## src/rtl/fos_pkg.sv

```systemverilog
package fos_pkg;

    localparam int DATA_W = 32;

    // register byte offsets
    localparam logic [5:0] OFS_CTRL  = 6'h00;
    localparam logic [5:0] OFS_TIM_A = 6'h04;
    localparam logic [5:0] OFS_TIM_B = 6'h08;
    localparam logic [5:0] OFS_TIM_C = 6'h0C;
    localparam logic [5:0] OFS_ADDR  = 6'h10;
    localparam logic [5:0] OFS_STAT  = 6'h14;

    // field geometry
    localparam int CMD_LO    = 3;
    localparam int CMD_N     = 5;
    localparam int WAIT_W    = 6;
    localparam int HOLD_LO   = 16;
    localparam int HOLD_W    = 16;
    localparam int ERASE_W   = 24;
    localparam int PROG_W    = 16;
    localparam int RECALL_LO = 16;
    localparam int RECALL_W  = 8;
    localparam int SETUP_LO  = 24;
    localparam int SETUP_W   = 4;
    localparam int CNT_W     = ERASE_W;

    typedef enum logic [2:0] {
        OP_NONE   = 3'd0,
        OP_MASS   = 3'd1,
        OP_PAGE   = 3'd2,
        OP_PROG   = 3'd3,
        OP_REF    = 3'd4,
        OP_RECALL = 3'd5
    } op_e;

    typedef enum logic [1:0] {
        ST_IDLE,
        ST_SETUP,
        ST_MAIN,
        ST_HOLD
    } state_e;

    typedef struct packed {
        logic [SETUP_W-1:0]  setup;
        logic [HOLD_W-1:0]   hold;
        logic [ERASE_W-1:0]  erase;
        logic [PROG_W-1:0]   prog;
        logic [RECALL_W-1:0] recall;
        logic [WAIT_W-1:0]   wait_st;
    } timing_t;

endpackage

```

## src/rtl/fos_regfile.sv

```systemverilog
module fos_regfile
    import fos_pkg::*;
#(
    parameter int ADDR_W = 20,
    parameter int REG_AW = 6
) (
    input  logic                clk,
    input  logic                rst_n,
    input  logic                wr_i,
    input  logic [REG_AW-1:0]   addr_i,
    input  logic [DATA_W-1:0]   wdata_i,
    input  logic                busy_i,
    input  logic                start_i,
    output logic [CMD_N-1:0]    cmd_o,
    output timing_t             tim_o,
    output logic [ADDR_W-1:0]   flash_addr_o,
    output logic [DATA_W-1:0]   rdata_o
);

    logic [CMD_N-1:0]  cmd_q;
    logic [DATA_W-1:0] tim_a_q, tim_b_q, tim_c_q;
    logic [ADDR_W-1:0] addr_q;
    logic              wr_ok;

    assign wr_ok = wr_i && !busy_i;

    always_ff @(posedge clk or negedge rst_n) begin
        if (!rst_n) begin
            cmd_q   <= '0;
            tim_a_q <= '0;
            tim_b_q <= '0;
            tim_c_q <= '0;
            addr_q  <= '0;
        end else begin
            if (start_i) begin
                cmd_q <= '0;
            end else if (wr_ok && addr_i == REG_AW'(OFS_CTRL)) begin
                cmd_q <= wdata_i[CMD_LO +: CMD_N];
            end
            if (wr_ok && addr_i == REG_AW'(OFS_TIM_A)) tim_a_q <= wdata_i;
            if (wr_ok && addr_i == REG_AW'(OFS_TIM_B)) tim_b_q <= wdata_i;
            if (wr_ok && addr_i == REG_AW'(OFS_TIM_C)) tim_c_q <= wdata_i;
            if (wr_ok && addr_i == REG_AW'(OFS_ADDR))  addr_q  <= wdata_i[ADDR_W-1:0];
        end
    end

    always_comb begin
        tim_o.wait_st = tim_a_q[WAIT_W-1:0];
        tim_o.hold    = tim_a_q[HOLD_LO +: HOLD_W];
        tim_o.erase   = tim_b_q[ERASE_W-1:0];
        tim_o.prog    = tim_c_q[PROG_W-1:0];
        tim_o.recall  = tim_c_q[RECALL_LO +: RECALL_W];
        tim_o.setup   = tim_c_q[SETUP_LO +: SETUP_W];
    end

    assign cmd_o        = cmd_q;
    assign flash_addr_o = addr_q;

    always_comb begin
        rdata_o = '0;
        unique case (addr_i)
            REG_AW'(OFS_CTRL):  rdata_o[CMD_LO +: CMD_N] = cmd_q;
            REG_AW'(OFS_TIM_A): rdata_o = tim_a_q;
            REG_AW'(OFS_TIM_B): rdata_o = tim_b_q;
            REG_AW'(OFS_TIM_C): rdata_o = tim_c_q;
            REG_AW'(OFS_ADDR):  rdata_o[ADDR_W-1:0] = addr_q;
            REG_AW'(OFS_STAT):  rdata_o[0] = busy_i;
            default:            rdata_o = '0;
        endcase
    end

    AST_CMD_SELF_CLEAR: assert property (@(posedge clk) disable iff (!rst_n)
        start_i |=> (cmd_q == '0));
    AST_BUSY_WR_IGNORED: assert property (@(posedge clk) disable iff (!rst_n)
        (busy_i && wr_i) |=> ($stable(tim_a_q) && $stable(tim_b_q)
                              && $stable(tim_c_q) && $stable(addr_q)));

endmodule

```

## src/rtl/fos_cmd_pick.sv

```systemverilog
module fos_cmd_pick
    import fos_pkg::*;
#(
    parameter int N = CMD_N
) (
    input  logic         clk,
    input  logic         rst_n,
    input  logic [N-1:0] cmd_i,
    output logic         valid_o,
    output op_e          op_o
);

    logic [N-1:0] grant;

    // lowest-numbered request wins
    for (genvar i = 0; i < N; i++) begin : g_grant
        if (i == 0) begin : g_first
            assign grant[i] = cmd_i[i];
        end else begin : g_rest
            assign grant[i] = cmd_i[i] && !(|cmd_i[i-1:0]);
        end
    end

    assign valid_o = |cmd_i;

    always_comb begin
        op_o = OP_NONE;
        for (int k = 0; k < N; k++) begin
            if (grant[k]) op_o = op_e'(k + 1);
        end
    end

    AST_ONE_WINNER: assert property (@(posedge clk) disable iff (!rst_n)
        $onehot0(grant) && (valid_o == (grant != '0)));

endmodule

```

## src/rtl/fos_phase_cnt.sv

```systemverilog
module fos_phase_cnt #(
    parameter int W = 24
) (
    input  logic         clk,
    input  logic         rst_n,
    input  logic         load_i,
    input  logic [W-1:0] len_i,
    output logic         last_o
);

    logic [W-1:0] cnt_q;

    always_ff @(posedge clk or negedge rst_n) begin
        if (!rst_n) begin
            cnt_q <= '0;
        end else if (load_i) begin
            // a length of zero behaves as one cycle
            cnt_q <= (len_i == '0) ? '0 : len_i - W'(1);
        end else if (cnt_q != '0) begin
            cnt_q <= cnt_q - W'(1);
        end
    end

    assign last_o = (cnt_q == '0);

    AST_CNT_NO_WRAP: assert property (@(posedge clk) disable iff (!rst_n)
        (!load_i && cnt_q == '0) |=> (cnt_q == '0));

endmodule

```

## src/rtl/flash_op_sequencer.sv

```systemverilog
module flash_op_sequencer
    import fos_pkg::*;
#(
    parameter int ADDR_W     = 20,
    parameter int REG_AW     = 6,
    parameter int PAGE_BYTES = 4096
) (
    input  logic              clk,
    input  logic              rst_n,
    input  logic              reg_wr,
    input  logic [REG_AW-1:0] reg_addr,
    input  logic [31:0]       reg_wdata,
    output logic [31:0]       reg_rdata,
    output logic              busy_o,
    output logic              done_o,
    output logic              fl_active,
    output logic              fl_pulse,
    output logic [2:0]        fl_op,
    output logic [ADDR_W-1:0] fl_addr,
    output logic [5:0]        rd_wait
);

    localparam logic [ADDR_W-1:0] PAGE_MASK = ADDR_W'(PAGE_BYTES - 1);

    state_e            state_q, state_d;
    op_e               op_q, pick_op;
    logic              pick_valid;
    logic [CMD_N-1:0]  cmd;
    timing_t           tim;
    logic [ADDR_W-1:0] addr_reg;
    logic              start, last, load, done_q;
    logic [CNT_W-1:0]  len;

    fos_regfile #(.ADDR_W(ADDR_W), .REG_AW(REG_AW)) u_regs (
        .clk          (clk),
        .rst_n        (rst_n),
        .wr_i         (reg_wr),
        .addr_i       (reg_addr),
        .wdata_i      (reg_wdata),
        .busy_i       (busy_o),
        .start_i      (start),
        .cmd_o        (cmd),
        .tim_o        (tim),
        .flash_addr_o (addr_reg),
        .rdata_o      (reg_rdata)
    );

    fos_cmd_pick #(.N(CMD_N)) u_pick (
        .clk     (clk),
        .rst_n   (rst_n),
        .cmd_i   (cmd),
        .valid_o (pick_valid),
        .op_o    (pick_op)
    );

    fos_phase_cnt #(.W(CNT_W)) u_cnt (
        .clk    (clk),
        .rst_n  (rst_n),
        .load_i (load),
        .len_i  (len),
        .last_o (last)
    );

    assign start = (state_q == ST_IDLE) && pick_valid;

    // next state
    always_comb begin
        state_d = state_q;
        unique case (state_q)
            ST_IDLE:  if (pick_valid) state_d = ST_SETUP;   // start
            ST_SETUP: if (last)       state_d = ST_MAIN;    // setup_end
            ST_MAIN:  if (last)       state_d = ST_HOLD;    // main_end
            ST_HOLD:  if (last)       state_d = ST_IDLE;    // hold_end
            default:                  state_d = ST_IDLE;
        endcase
    end

    // phase length for the counter load on each transition
    always_comb begin
        len  = '0;
        load = (state_d != state_q) && (state_d != ST_IDLE);
        unique case (state_q)
            ST_IDLE: len = CNT_W'(tim.setup);
            ST_SETUP: begin
                unique case (op_q)
                    OP_PROG:   len = CNT_W'(tim.prog);
                    OP_RECALL: len = CNT_W'(tim.recall);
                    default:   len = tim.erase;
                endcase
            end
            ST_MAIN: len = CNT_W'(tim.hold);
            default: len = '0;
        endcase
    end

    // state register
    always_ff @(posedge clk or negedge rst_n) begin
        if (!rst_n) begin
            state_q <= ST_IDLE;
            op_q    <= OP_NONE;
            done_q  <= 1'b0;
        end else begin
            state_q <= state_d;
            if (start) op_q <= pick_op;
            done_q  <= (state_q == ST_HOLD) && last;
        end
    end

    // outputs
    always_comb begin
        fl_active = (state_q != ST_IDLE);
        fl_pulse  = (state_q == ST_MAIN);
        fl_op     = fl_active ? op_q : OP_NONE;
        fl_addr   = '0;
        if (fl_active) begin
            unique case (op_q)
                OP_PAGE: fl_addr = addr_reg & ~PAGE_MASK;
                OP_PROG: fl_addr = addr_reg;
                default: fl_addr = '0;
            endcase
        end
    end

    assign busy_o  = fl_active || (cmd != '0);
    assign done_o  = done_q;
    assign rd_wait = tim.wait_st;

    AST_DONE_NOT_BUSY: assert property (@(posedge clk) disable iff (!rst_n)
        done_o |-> !busy_o);
    AST_OP_STABLE: assert property (@(posedge clk) disable iff (!rst_n)
        (fl_active && $past(fl_active)) |-> $stable(fl_op));
    AST_SETUP_ORDER: assert property (@(posedge clk) disable iff (!rst_n)
        (state_q == ST_SETUP) |=> (state_q == ST_SETUP || state_q == ST_MAIN));
    AST_HOLD_AFTER_MAIN: assert property (@(posedge clk) disable iff (!rst_n)
        $fell(fl_pulse) |-> (fl_active && state_q == ST_HOLD));

endmodule

```

## config.mk

```make
export PLATFORM = sky130hd
export DESIGN_NAME = flash_op_sequencer
export DESIGN_NICKNAME = d
export VERILOG_FILES = /design/src/rtl/fos_pkg.sv /design/src/rtl/fos_regfile.sv /design/src/rtl/fos_cmd_pick.sv /design/src/rtl/fos_phase_cnt.sv /design/src/rtl/flash_op_sequencer.sv
export SDC_FILE = /design/constraint.sdc
export NUM_CORES = 1
export LEC_CHECK = 0
export BUFFER_PORTS_ARGS = -buffer_cell sky130_fd_sc_hd__buf_2
export CELL_PAD_IN_SITES_DETAIL_PLACEMENT = 0
export CELL_PAD_IN_SITES_GLOBAL_PLACEMENT = 2
export CORE_AREA = 2 2 272 140
export DETAILED_ROUTE_END_ITERATION = 7
export DIE_AREA = 0 0 274 142
export PLACE_DENSITY_LB_ADDON = 0.2
export SLEW_MARGIN = 10
export SYNTH_ARGS = -nofsm -noshare
export SYNTH_HDL_FRONTEND = slang
export SYNTH_HIERARCHICAL = 1
export SYNTH_SLANG_ARGS = --single-unit
```

## constraint.sdc

```tcl
create_clock -name clk -period 8.15 [get_ports clk]
set_input_delay 1.63 -clock clk [delete_from_list [all_inputs] [get_ports clk]]
set_output_delay 1.63 -clock clk [all_outputs]
set_load 0.02 [all_outputs]
```

Yosys cells after proc, flatten, opt, wreduce, memory -nomap -nowiden:

Index checks and enable logic that the tools add are counted.

* bits in registers: 151
* input bits: 41
* output and inout bits: 65
* logic and storage cells: 81

* add/sub/neg operators: 2
* eq/ne operators: 12
* mux-type cells: 25
* reduce and logical (&&, ||, !) cells: 33

Operators with widths (number)
* $mux W24: 3
* $pmux W24 S3: 1
* $logic_not A24 Y1: 2
* $pmux W12 S4: 1
* $pmux W24 S2: 1
* $sub A24 B1 Y24 const B: 2
* $pmux W20 S2: 1
* $pmux W12 S3: 1
* $pmux W5 S5: 1
* $reduce_bool A24 Y1: 1
* $mux W20: 1
* $pmux W2 S4: 2
* $mux W3: 5
* $logic_and A1 B1 Y1: 13
* $eq A6 B4 Y1 const B: 2
* $eq A6 B5 Y1 const B: 2
* $mux W5: 2
* $mux W2: 4
* $reduce_bool A2 Y1: 4
* $eq A3 B2 Y1 const B: 2
* $eq A6 B3 Y1 const B: 1
* $logic_not A6 Y1: 1
* $logic_not A1 Y1: 5
* $pmux W1 S5: 1
* 12 further kinds: 13

Logic depth before layout (Yosys ltp):

* word-level depth: 7
* mapped depth: 13
* depth with buffers taken out: 10

By module:

Netlist, hierarchy kept.

By module, submodules not included
* fos_regfile: instances 1, cells each 509, area an instance 6073.3 sq um, sequential area each 3027.9 sq um
* fos_phase_cnt: instances 1, cells each 205, area an instance 1790.5 sq um, sequential area each 600.6 sq um
* flash_op_sequencer: instances 1, cells each 158, area an instance 1126.1 sq um, sequential area each 150.1 sq um
* fos_cmd_pick: instances 1, cells each 9, area an instance 43.8 sq um, sequential area each 0.0 sq um

Least setup slack after synthesis:

Ideal clock, no wire load.

* path type: input -> output
* from: in reg_addr[1]
* to: out reg_rdata[3]
* arrival: 2.849 ns
* data required time: 6.520 ns
* slack: 3.671 ns
* cell stages on the path: 4
* path buffers: 1
* cell sequence: or4_1 clkbuf_1 or3_1 nand4_1

* word-level cells in the longest chain between the ends: 2
* elaborated cells on any way between the ends: 6
* those cells by class: 4 x eq/ne; 1 x mux; 1 x reduce/logical

RTL lines
* start: declaration: line flash_op_sequencer.sv:11 `input logic [REG_AW-1:0] reg_addr,`
* $eq A6 B5 Y1, or another cell as far along: line fos_regfile.sv:61 `unique case (addr_i)`
* $pmux W5 S5 *: line fos_regfile.sv:61
* end: declaration: line flash_op_sequencer.sv:13 `output logic [31:0] reg_rdata,`

Every way passes the cells marked *; elsewhere a longest branch is shown, timed or not.

Worst setup path after layout:

* from: in reg_addr[3]
* to: out reg_rdata[29]

* word-level cells in the longest chain between the ends: 2
* elaborated cells on any way between the ends: 4
* those cells by class: 3 x eq/ne; 1 x mux

RTL lines (line)
* $eq A6 B4 Y1 / $eq A6 B3 Y1 (equally long branches): fos_regfile.sv:61
* $pmux W12 S3 *: fos_regfile.sv:61

Marks and branches as above.

==> impl_metrics.tcl <==
set metrics [dict create \
    tightest_slew_ns 1.12 \
    clock_path_buffers 2 \
    grtUsageTotal_pct 16.3 \
    grt.busiest_layer "met1" \
    cts-root-buf "clkbuf_16" \
    maxSlewHeadroom_pct 24.7 \
    ys_warn_count 6 \
    grt_pass1_wl_mm 46.0 \
    critPathLaunchType "input port" \
    cp.required_ns 6.52 \
    grt_use_met2_pct 22.2 \
    synth_top_area_share_pct 41.8 \
    ys_seq_area_share_pct 41.8 \
    dp_hpwl_mm 22.5 \
    place_congestion 0.772 \
    p_leak_nw 4.67 \
    clock_sinks 151 \
    globalRouteMet3Util_pct 2.65 \
    n_antenna_cell 0 \
    clkSlewWorstSetupHoldPaths_ns 0.07 \
    layoutNonFillerInstCount 1393 \
    rsz0062_at_grt "no" \
    viasPerCell 4.85 \
    clk_latency_ns 0.45 \
    drc_errors 0 \
    cp.arrival_ns 3.91 \
    synth.avg_cell_area_um2 10.3 \
    cap_violations 0 \
    io_buffers 105 \
    ant_nets 0 \
    criticalPathCategory "in -> out" \
    synthTopCellsByArea "dfrtp_1 (42%), mux2_2 (15%), buf_4 (7.0%)" \
    drt_iter0_markers 431 \
    synth.largest_area_cell "dfrtp_1" \
    multi_input_area_mm2 0.00439 \
    status "finished clean" \
    fin_crit_ns 5.54 \
    overflow 0 \
    ys_seq_elements 151 \
    ioPinCount 106 \
    die-area_mm2 0.0389 \
    cts.htree.levels 4 \
    use_met1_pct 25.9 \
    final_core_util_pct 27.4 \
    pwr_density_cell_mw_per_mm2 245 \
    die_h_um 142 \
    clock_skew_ns 0.00925 \
    first_pass_iters 4 \
    synthArstFlopShare_pct 100 \
    drive_above_1_share_pct 32.4 \
    synth_cells 881 \
    initial_core_util_pct 24.6 \
    fmax_mhz 181 \
    slew_violations 0 \
    place_ws_ns 2.60 \
    wirelength_mm 30.7 \
    cp_max_fo 22 \
    grt_pass1_vias 6753 \
    syn_nets 926 \
    rows 50 \
    yosysUniqueCellTypes 54 \
    cts-hold-fix-buffers 0 \
    syn-cell-area_mm2 0.00903 \
    core_area_mm2 0.0367 \
    cts_setup_buffers 0 \
    ir_drop_mv 0.136 \
    nets 931 \
    post-route-period-util_pct 67.9 \
    min_path_type "reg -> reg" \
    dr_total_vias 6758 \
    dp_cells 1361 \
    layout_setup_ws_ns 2.61 \
    tns_ns 0 \
    ctsResizeCount 0 \
    grt_max_degree 74 \
    antenna_found_initial 3 \
    wire_per_inst_um 22.1 \
    setup_viol 0 \
    cts_buffers 17 \
    synthToLayoutAreaGrowth_pct 11.1 \
    regArea_mm2 0.00378 \
    hold_violations 0 \
    synth_flop_cell "dfrtp_1" \
    n_fill_cell 3974 \
    tritoncts "built" \
    die_w_um 274 \
    critPathCaptureType "output port" \
    synth_edf_count 0 \
]
[kinds of logic after synthesis]
kind of cell    after synthesis  share of synthesized area, %
compound gates              112                          8.09
xor+xnor                     43                          4.25
fa+ha+maj                     4                         0.554
buf+inv                     141                          9.93
flops                       151                          41.8
mux                         131                          16.2
simple gates                299                          19.2
[power by group]
| group | internal [mW] | switching (mW) |
|---|---|---|
| logic | 0.277 | 0.383 |
| clock network | 0.448 | 0.359 |
| registers | 0.859 | 0.130 |
[final timing paths]
check / cells after the start / start / slack, ns / end
setup / recovery: 5 / reg_addr[3] / 2.61 / reg_rdata[29]
hold / removal: 1 / u_regs/tim_b_q[27] / 0.50 / u_regs/tim_b_q[27]
setup reg to reg: 10 / op_q[2] / 3.83 / u_cnt/cnt_q[12]
hold reg to reg: 1 / u_regs/tim_b_q[27] / 0.50 / u_regs/tim_b_q[27]
max in group asynchronous: 3 / rst_n / 5.22 / u_regs/tim_c_q[3]
min in group asynchronous: 1 / rst_n / 1.18 / u_regs/flash_addr_o[10]
[metal layers]
| layer | vias to the layer above | part of all wire, % |
|---|---|---|
| li1 | 3164 | - |
| met1 | 3461 | 55 |
| met2 | 114 | 40 |
| met3 | 19 | 3.6 |
| met4 | 0 | 1.1 |
| met5 | - | 0 |
[area by class of cell]
type | count | area share (%)
repair buffers | 120 | 6.42
flip-flops and latches | 151 | 37.7
multi-input cells | 589 | 43.7
clock inverters | 12 | 1.16
inverters | 7 | 0.262
clock buffers | 20 | 4.65
well taps | 494 | 6.16
[cell usage in the layout, fill, tap and decap left out, drive strengths merged, types with 4 or more instances in the layout]
cell,instances
dfrtp,151
mux2,121
buf,120
nand3,98
a21oi,40
xnor2,29
nor2,26
and2,25
and3,24
nand4,22
nand2,22
clkbuf,20
o22ai,19
o21ai,15
nor4,14
xor2,14
nor3,13
a221o,13
inv,11
mux2i,10
nand2b,9
nor2b,9
a21o,8
o221ai,8
or3,7
nand4b,7
or4,6
nor3b,6
clkinvlp,5
ha,4
nand3b,4
[cell usage after synthesis, types with 3 or more instances]
cell type    n
nand4b_1     7
xor2_1      13
a21oi_1     40
mux2i_1     10
inv_1        7
o22ai_1     19
nand3b_1     3
nor2_1      25
and2_1      25
buf_1        4
nand2_1     20
nand4_1     22
or4_1        5
nor3_1      13
o221ai_1     8
buf_4       84
clkbuf_2     4
nor3b_1      5
o21ai_0     15
nand2b_1     9
nor2b_1      9
mux2_2     120
clkbuf_1    14
xnor2_1     29
nand3_1     98
or3_1        7
a21o_1       8
and3_1      24
ha_1         4
buf_2       26
a221o_1     13
dfrtp_1    151
nor4_1      13
[sequential cells by signal, indices dropped and copies added, names as in the netlist]
register and flops:
done_o 1, op_q 3, state_q 2, u_cnt/cnt_q 24, u_regs/cmd_o 5, u_regs/flash_addr_o 20
u_regs/tim_a_q 32, u_regs/tim_b_q 32, u_regs/tim_c_q 32
[through the flow]
step           total power, mW  cell area [um2]  hold slack, ns
3_3_place_gp              1.67             9450           0.481
5_1_grt                   2.60            10000           0.520
3_5_place_dp              1.66             9450           0.488
4_1_cts                   2.48            10000           0.504
6_report                  2.46            10000           0.500
2_1_floorplan             1.47             9030           0.471
[worst max-delay path: stages]
cell and delay, ns:
buf_2 0.28, and2_1 0.83, and2_1 0.70, a221o_1 0.28, buf_2 0.16
(Power assumes the default switching activity.)
